### src/rtl/pd_pkg.sv
package pd_pkg;

  typedef enum logic [2:0] {
    ST_IDLE    = 3'd0,
    ST_REG_HI  = 3'd1,
    ST_REG_LO  = 3'd2,
    ST_SYNC_HI = 3'd3,
    ST_SYNC_LO = 3'd4
  } pd_state_t;

  // true when v lies inside the closed window [lo, hi]
  function automatic logic in_window(input int v, input int lo, input int hi);
    return (v >= lo) && (v <= hi);
  endfunction

  // a phase that has already lasted 'run' samples and sees one more
  // identical sample is too long when it passes 'limit'
  function automatic logic overruns(input int run, input int limit);
    return (run + 1) > limit;
  endfunction

  function automatic int max_of(input int a, input int b);
    return (a > b) ? a : b;
  endfunction

endpackage

### src/rtl/pd_sync.sv
module pd_sync #(
  parameter int STAGES = 2
) (
  input  logic clk,
  input  logic rst_n,
  input  logic d,
  output logic q
);
  logic [STAGES-1:0] sr;

  generate
    if (STAGES == 1) begin : g_one
      always_ff @(posedge clk or negedge rst_n) begin
        if (!rst_n) sr <= '0;
        else        sr <= d;
      end
    end else begin : g_chain
      always_ff @(posedge clk or negedge rst_n) begin
        if (!rst_n) sr <= '0;
        else        sr <= {sr[STAGES-2:0], d};
      end
    end
  endgenerate

  assign q = sr[STAGES-1];
endmodule

### src/rtl/pd_tick_gen.sv
module pd_tick_gen #(
  parameter int PERIOD = 248
) (
  input  logic clk,
  input  logic rst_n,
  input  logic en,
  output logic tick
);
  localparam int CW = $clog2(PERIOD + 1);
  localparam logic [CW-1:0] LAST = CW'(PERIOD - 1);

  logic [CW-1:0] cnt;

  always_ff @(posedge clk or negedge rst_n) begin
    if (!rst_n)          cnt <= '0;
    else if (!en)        cnt <= '0;
    else if (cnt == LAST) cnt <= '0;
    else                 cnt <= cnt + 1'b1;
  end

  assign tick = en && (cnt == LAST);

  generate
    if (PERIOD > 1) begin : g_gap
      // two ticks are never adjacent
      p_tick_gap_r11: assert property (@(posedge clk) disable iff (!rst_n)
        tick |=> !tick);
    end
  endgenerate
endmodule

### src/rtl/pd_fsm.sv
module pd_fsm
  import pd_pkg::*;
#(
  parameter int REG_PULSES     = 20,
  parameter int REG_MIN        = 3,
  parameter int REG_MAX        = 5,
  parameter int SYNC_HI_TAG    = 5,
  parameter int SYNC_HI_READER = 7,
  parameter int SYNC_LO_MIN    = 6,
  parameter int SYNC_LO_MAX    = 8
) (
  input  logic clk,
  input  logic rst_n,
  input  logic en,
  input  logic tick,
  input  logic s,
  output logic reader_found,
  output logic tag_seen,
  output logic busy
);
  localparam int SYNC_HI_MAX = max_of(SYNC_HI_READER, SYNC_HI_TAG);
  localparam int RUN_MAX     = max_of(max_of(REG_MAX, SYNC_HI_MAX), SYNC_LO_MAX);
  localparam int RUN_W       = $clog2(RUN_MAX + 2);
  localparam int CNT_W       = $clog2(REG_PULSES + 1);

  pd_state_t        state, st_n;
  logic [RUN_W-1:0] run, run_n;
  logic [CNT_W-1:0] pulses, pul_n;
  logic             prev_s;
  logic             reader_sync, rdr_n;
  logic             found_q, tag_q;

  // named internal events
  logic reject, hit_reader, hit_tag;

  always_comb begin
    st_n       = state;
    run_n      = run;
    pul_n      = pulses;
    rdr_n      = reader_sync;
    reject     = 1'b0;
    hit_reader = 1'b0;
    hit_tag    = 1'b0;
    if (tick) begin
      unique case (state)
        ST_IDLE: begin
          if (s && !prev_s) begin
            st_n  = ST_REG_HI;
            run_n = RUN_W'(1);
            pul_n = '0;
          end
        end
        ST_REG_HI: begin
          if (s) begin
            if (overruns(int'(run), REG_MAX)) reject = 1'b1;
            else run_n = run + 1'b1;
          end else if (in_window(int'(run), REG_MIN, REG_MAX)) begin
            st_n  = ST_REG_LO;
            run_n = RUN_W'(1);
          end else begin
            reject = 1'b1;
          end
        end
        ST_REG_LO: begin
          if (!s) begin
            if (overruns(int'(run), REG_MAX)) reject = 1'b1;
            else run_n = run + 1'b1;
          end else if (in_window(int'(run), REG_MIN, REG_MAX)) begin
            pul_n = pulses + 1'b1;
            run_n = RUN_W'(1);
            st_n  = (int'(pulses) + 1 == REG_PULSES) ? ST_SYNC_HI : ST_REG_HI;
          end else begin
            // early rising edge: this edge opens a fresh train
            st_n  = ST_REG_HI;
            run_n = RUN_W'(1);
            pul_n = '0;
          end
        end
        ST_SYNC_HI: begin
          if (s) begin
            if (overruns(int'(run), SYNC_HI_MAX)) reject = 1'b1;
            else run_n = run + 1'b1;
          end else if (int'(run) == SYNC_HI_READER) begin
            rdr_n = 1'b1;
            st_n  = ST_SYNC_LO;
            run_n = RUN_W'(1);
          end else if (int'(run) == SYNC_HI_TAG) begin
            rdr_n = 1'b0;
            st_n  = ST_SYNC_LO;
            run_n = RUN_W'(1);
          end else begin
            reject = 1'b1;
          end
        end
        ST_SYNC_LO: begin
          if (!s) begin
            if (overruns(int'(run), SYNC_LO_MAX)) reject = 1'b1;
            else run_n = run + 1'b1;
          end else if (in_window(int'(run), SYNC_LO_MIN, SYNC_LO_MAX)) begin
            hit_reader = reader_sync;
            hit_tag    = !reader_sync;
            st_n       = ST_IDLE;
            run_n      = '0;
            pul_n      = '0;
          end else begin
            reject = 1'b1;
          end
        end
        default: reject = 1'b1;
      endcase
      if (reject) begin
        st_n  = ST_IDLE;
        run_n = '0;
        pul_n = '0;
      end
    end
  end

  always_ff @(posedge clk or negedge rst_n) begin
    if (!rst_n) begin
      state       <= ST_IDLE;
      run         <= '0;
      pulses      <= '0;
      prev_s      <= 1'b1;
      reader_sync <= 1'b0;
      found_q     <= 1'b0;
      tag_q       <= 1'b0;
    end else if (!en) begin
      state       <= ST_IDLE;
      run         <= '0;
      pulses      <= '0;
      prev_s      <= 1'b1;
      reader_sync <= 1'b0;
      found_q     <= 1'b0;
      tag_q       <= 1'b0;
    end else begin
      state       <= st_n;
      run         <= run_n;
      pulses      <= pul_n;
      reader_sync <= rdr_n;
      found_q     <= hit_reader;
      tag_q       <= hit_tag;
      if (tick) prev_s <= s;
    end
  end

  assign reader_found = found_q;
  assign tag_seen     = tag_q;
  assign busy         = (state != ST_IDLE);

  // never both verdicts at once
  p_one_verdict_r3: assert property (@(posedge clk) disable iff (!rst_n)
    !(reader_found && tag_seen));
  // reader strobe is one cycle wide
  p_found_single_r2: assert property (@(posedge clk) disable iff (!rst_n)
    reader_found |=> !reader_found);
  // a reader strobe only follows a tick taken in the sync low phase
  p_found_source_r2: assert property (@(posedge clk) disable iff (!rst_n)
    reader_found |-> ($past(state) == ST_SYNC_LO && $past(tick) && $past(reader_sync)));
  // a tag strobe only follows a tag-length sync
  p_tag_source_r3: assert property (@(posedge clk) disable iff (!rst_n)
    tag_seen |-> ($past(state) == ST_SYNC_LO && $past(tick) && !$past(reader_sync)));
  // a regular phase never holds more samples than the window allows
  p_reg_run_bound_r4: assert property (@(posedge clk) disable iff (!rst_n)
    (state == ST_REG_HI || state == ST_REG_LO) |-> int'(run) <= REG_MAX);
  // the sync phase is entered only with the full pulse count
  p_sync_entry_r5: assert property (@(posedge clk) disable iff (!rst_n)
    (state == ST_SYNC_HI && $past(state) != ST_SYNC_HI) |-> int'(pulses) == REG_PULSES);
  // the sync low run stays within its limit
  p_sync_lo_bound_r7: assert property (@(posedge clk) disable iff (!rst_n)
    (state == ST_SYNC_LO) |-> int'(run) <= SYNC_LO_MAX);
  // disabling forces idle and silence on the next cycle
  p_disabled_idle_r9: assert property (@(posedge clk) disable iff (!rst_n)
    !en |=> (!busy && !reader_found && !tag_seen));
endmodule

### src/rtl/preamble_classifier.sv
module preamble_classifier #(
  parameter int TICK_CYCLES    = 248,
  parameter int SYNC_STAGES    = 2,
  parameter int REG_PULSES     = 20,
  parameter int REG_MIN        = 3,
  parameter int REG_MAX        = 5,
  parameter int SYNC_HI_TAG    = 5,
  parameter int SYNC_HI_READER = 7,
  parameter int SYNC_LO_MIN    = 6,
  parameter int SYNC_LO_MAX    = 8
) (
  input  logic clk,
  input  logic rst_n,
  input  logic en,
  input  logic rx_line,
  output logic reader_found,
  output logic tag_seen,
  output logic busy
);
  logic rx_s;
  logic tick;

  pd_sync #(.STAGES(SYNC_STAGES)) u_sync (
    .clk   (clk),
    .rst_n (rst_n),
    .d     (rx_line),
    .q     (rx_s)
  );

  pd_tick_gen #(.PERIOD(TICK_CYCLES)) u_tick (
    .clk   (clk),
    .rst_n (rst_n),
    .en    (en),
    .tick  (tick)
  );

  pd_fsm #(
    .REG_PULSES     (REG_PULSES),
    .REG_MIN        (REG_MIN),
    .REG_MAX        (REG_MAX),
    .SYNC_HI_TAG    (SYNC_HI_TAG),
    .SYNC_HI_READER (SYNC_HI_READER),
    .SYNC_LO_MIN    (SYNC_LO_MIN),
    .SYNC_LO_MAX    (SYNC_LO_MAX)
  ) u_fsm (
    .clk          (clk),
    .rst_n        (rst_n),
    .en           (en),
    .tick         (tick),
    .s            (rx_s),
    .reader_found (reader_found),
    .tag_seen     (tag_seen),
    .busy         (busy)
  );
endmodule

### config.mk
export PLATFORM = sky130hd
export DESIGN_NAME = preamble_classifier
export DESIGN_NICKNAME = d
export VERILOG_FILES = /design/src/rtl/pd_pkg.sv /design/src/rtl/pd_sync.sv /design/src/rtl/pd_tick_gen.sv /design/src/rtl/pd_fsm.sv /design/src/rtl/preamble_classifier.sv
export SDC_FILE = /design/constraint.sdc
export NUM_CORES = 1
export LEC_CHECK = 0
export BUFFER_PORTS_ARGS = -buffer_cell sky130_fd_sc_hd__buf_2
export CAP_MARGIN = 0
export CORE_MARGIN = 1
export CORE_UTILIZATION = 56
export CTS_CLUSTER_DIAMETER = 30
export DETAILED_ROUTE_END_ITERATION = 8
export PLACE_DENSITY = 0.76
export SLEW_MARGIN = 20
export SYNTH_ARGS = -nofsm -noshare
export SYNTH_HDL_FRONTEND = slang
export SYNTH_SLANG_ARGS = --single-unit
### constraint.sdc
create_clock -name clk -period 2.15 [get_ports clk]
set_input_delay 0.43 -clock clk [delete_from_list [all_inputs] [get_ports clk]]
set_output_delay 0.43 -clock clk [all_outputs]
set_load 0.005 [all_outputs]
==> results.tsv <==
stage	metric	value	unit
route	drc	0	
finish	utilization	0.8508	
sta	finalCriticalPeriod	2.528	ns
status	run_status	finished, violations left	
synthesis	synth_top_area_cell	dfrtp_1	
pwr	ir_worst_vdd	509.9	uV
floorplanning	die_w	61.42	um
placed_design	gp_congestion	0.9185	
route	post_drt_wl_per_cell	22.08	um
critical_path	r2r_slack	-0.38	ns
critical_path	crit_arrival	2.80	ns
global_routing	grt_pass1_wl	8687	um
critical_path	ff2ff_path_depth	10	
cts	clkLatencyLatePin	0.35	ns
finish	final_cell_mix	52 x buf_4, 22 x dfrtp_1, 18 x nand2_1	
floorplanning	io_pins	7	
cts	hold_buffers	0	
placed_design	placed_cell_area	2395	um^2
cts	cts_tree	done	
finish	multi_input_area	1535	um^2
cts	htreeDepth	1	
finish	register_area	655.6	um^2
finish	n_fill_cell	185	
synthesis	ys.flop_type	dfrtp_1	
critical_path	path_max_fanout	6	
route	via_count	2228	
placed_design	dp.cells	320	
cts	cts-buffers-inserted	3	
global_routing	grt_pass1_vias	1854	
placed_design	io_buffers	6	
synthesis	syn_nets	241	
route	wl	7332	um
floorplanning	die_area	3772	um^2
sta	setup_ws	-0.3784	ns
floorplanning	start_util	0.5878	
sta	finalCritPeriodShare	1.176	
synthesis	seq_area_frac_synth	0.3297	
min_path	hold_path.class	in -> async	
status	violations	setup timing	
finish	antenna_cells	0	
critical_path	worst-setup-path-type	reg -> reg	
pwr	powerDensity	582.6	nW/um^2
sta	skew	0.02597	ns
route	vias_per_cell	6.711	
synthesis	synth_top_area_share	0.3165	
run	maxCapViolations	0	
sta	clock.fmax	0.3955	GHz
synthesis	synthArstFlopShare	1.000	
placed_design	place_ws	-0.2253	ns
synthesis	synth_area_leaders	dfrtp_1 32%, ha_1 5.1%, nand2_1 3.6%	
floorplanning	die_y	61.42	um
global_routing	antenna_found_initial	0	
finish	nets	299	
synthesis	ys_seq_elements	26	
finish	layout_commonest_cell	buf_4	
critical_path	critPathCaptureType	flip-flop	
finish	syn_to_final_growth	44.75	%
cts	clk_pin_slew_worst_paths	0.17	ns
critical_path	r2r-end	u_fsm.state[2]	
sta	hold_violations	0	
global_routing	grt_usage	0.3248	
critical_path	crit_path_start_kind	flip-flop	
critical_path	critPathRequiredTime	2.42	ns
synthesis	synth.avg_cell_area	8.633	um^2
floorplanning	core_area	3363	um^2
synthesis	synthCells	229	
pwr	p_leak	0.001171	uW
finish	final_cells	332	
route	ant_nets	0	
sta	tightest_slew	0.6155	ns
sta	slew_violations	0	
global_routing	gr-total-overflow	0	
cts	root_buffer	clkbuf_4	
synthesis	syn_area	1977	um^2
route	first_pass_iters	6	
floorplanning	rows	21	
critical_path	r2r_start	u_fsm.run[0]	
synthesis	yosys_warnings	0	
synthesis	synth_cell_types	62	
cts	clockBufferDepth	2	
placed_design	dpl.hpwl	4005	um
cts	clock_sinks	26	
route	drtIter0Drc	318	
finish	drive_gt1_frac	0.4371	
finish	final_area	2861	um^2
synthesis	synth_edf_count	0	
sta	setup_viol	12	
sta	relSlewSlack	0.5897	
global_routing	grt_max_degree	27	
sta	rsz0062_at_grt	true	
## critical path: stages, from the launching register on
cell and delay (ns):
dfrtp_2 0.49, ha_4 0.20, buf_6 0.13, buf_6 0.12
o21ba_2 0.18, nand2_1 0.06, o311ai_0 0.47, buf_4 0.21
and2_1 0.16, nand4_1 0.19, o32ai_2 0.26
## through the flow
stage / setup TNS, ns / power [uW] / hold slack (ns)
final: -2.327 / 1667 / 0.06225
after global routing: -4.177 / 1730 / 0.1054
after global placement: -0.4498 / 1059 / 0.3365
after detailed placement: -1.446 / 1065 / 0.3371
after CTS: -0.3796 / 1489 / 0.08306
after floorplan: 0 / 854.7 / 0.1344
## worst max-delay path by stage
stage,to,cells past startpoint,start
2_1_floorplan,u_fsm.state[2],8,u_fsm.run[1]
3_3_place_gp,u_fsm.pulses[0],9,u_fsm.run[1]
5_1_grt,u_fsm.run[1],11,u_fsm.run[0]
4_1_cts,u_fsm.pulses[0],9,u_fsm.run[0]
3_5_place_dp,u_fsm.pulses[0],9,u_fsm.run[1]
6_report,u_fsm.state[2],10,u_fsm.run[0]
## repair_timing
action,CTS,global route
resized for setup,32,39
setup buffers,5,6
endpoints found under the setup margin,12,12
pin swaps,13,19
cloned,0,0
hold endpoints to repair,0,0
## synth_stat cells (4+ instances only)
library cell,number
nand3_1,13
nor2b_1,9
buf_2,4
a31oi_1,6
nor2_1,17
and2_1,5
o21ai_0,11
ha_1,8
dfrtp_1,25
nand2_1,19
xor2_1,4
inv_1,12
clkbuf_1,7
nand4_1,5
a21oi_1,10
o22ai_1,8
## cell families after synthesis
| logic type | after synthesis | share of synthesized area |
|---|---|---|
| adders and majority gates | 8 | 0.05063 |
| xor gates and xnor gates | 5 | 0.02215 |
| DFF | 26 | 0.3297 |
| muxes | 4 | 0.02721 |
| buffers and inverters | 25 | 0.05570 |
| AOI/OAI and AO/OA | 67 | 0.2500 |
| and+or+nand+nor | 94 | 0.2646 |
## power by group
part	total [uW]	internal, uW	switching [uW]	leakage, uW
sequential	584	514	70.1	0.000345
clock	350	189	161	0.0000279
combinational	733	321	412	0.000798
total	1670	1020	644	0.00117
## layout make-up
cell class                      count  area share
Inverter                           12     0.01749
Multi-Input combinational cell    178      0.5365
Sequential cell                    26      0.2291
Tap cell                           46     0.02011
Timing Repair Buffer               66      0.1784
Clock inverter                      1     0.01049
Clock buffer                        3    0.007871
## per-layer routing
| layer | up-vias | share of wire | GRT usage |
|---|---|---|---|
| li1 | 965 | - | - |
| met1 | 1039 | 0.35 | 0.4029 |
| met2 | 157 | 0.48 | 0.5248 |
| met3 | 67 | 0.089 | 0.06933 |
| met4 | 0 | 0.073 | 0.1873 |
| met5 | - | 0 | 0 |
## registers in the layout (all words and copies together), names as in the netlist
register / flops
u_fsm.state: 3
u_fsm.tag_seen: 1
u_fsm.prev_s: 1
u_fsm.reader_found: 1
u_fsm.pulses: 5
u_tick.cnt: 8
u_fsm.reader_sync: 1
u_sync.sr: 2
u_fsm.run: 4
Note: power is estimated with default switching activity, not from simulation.
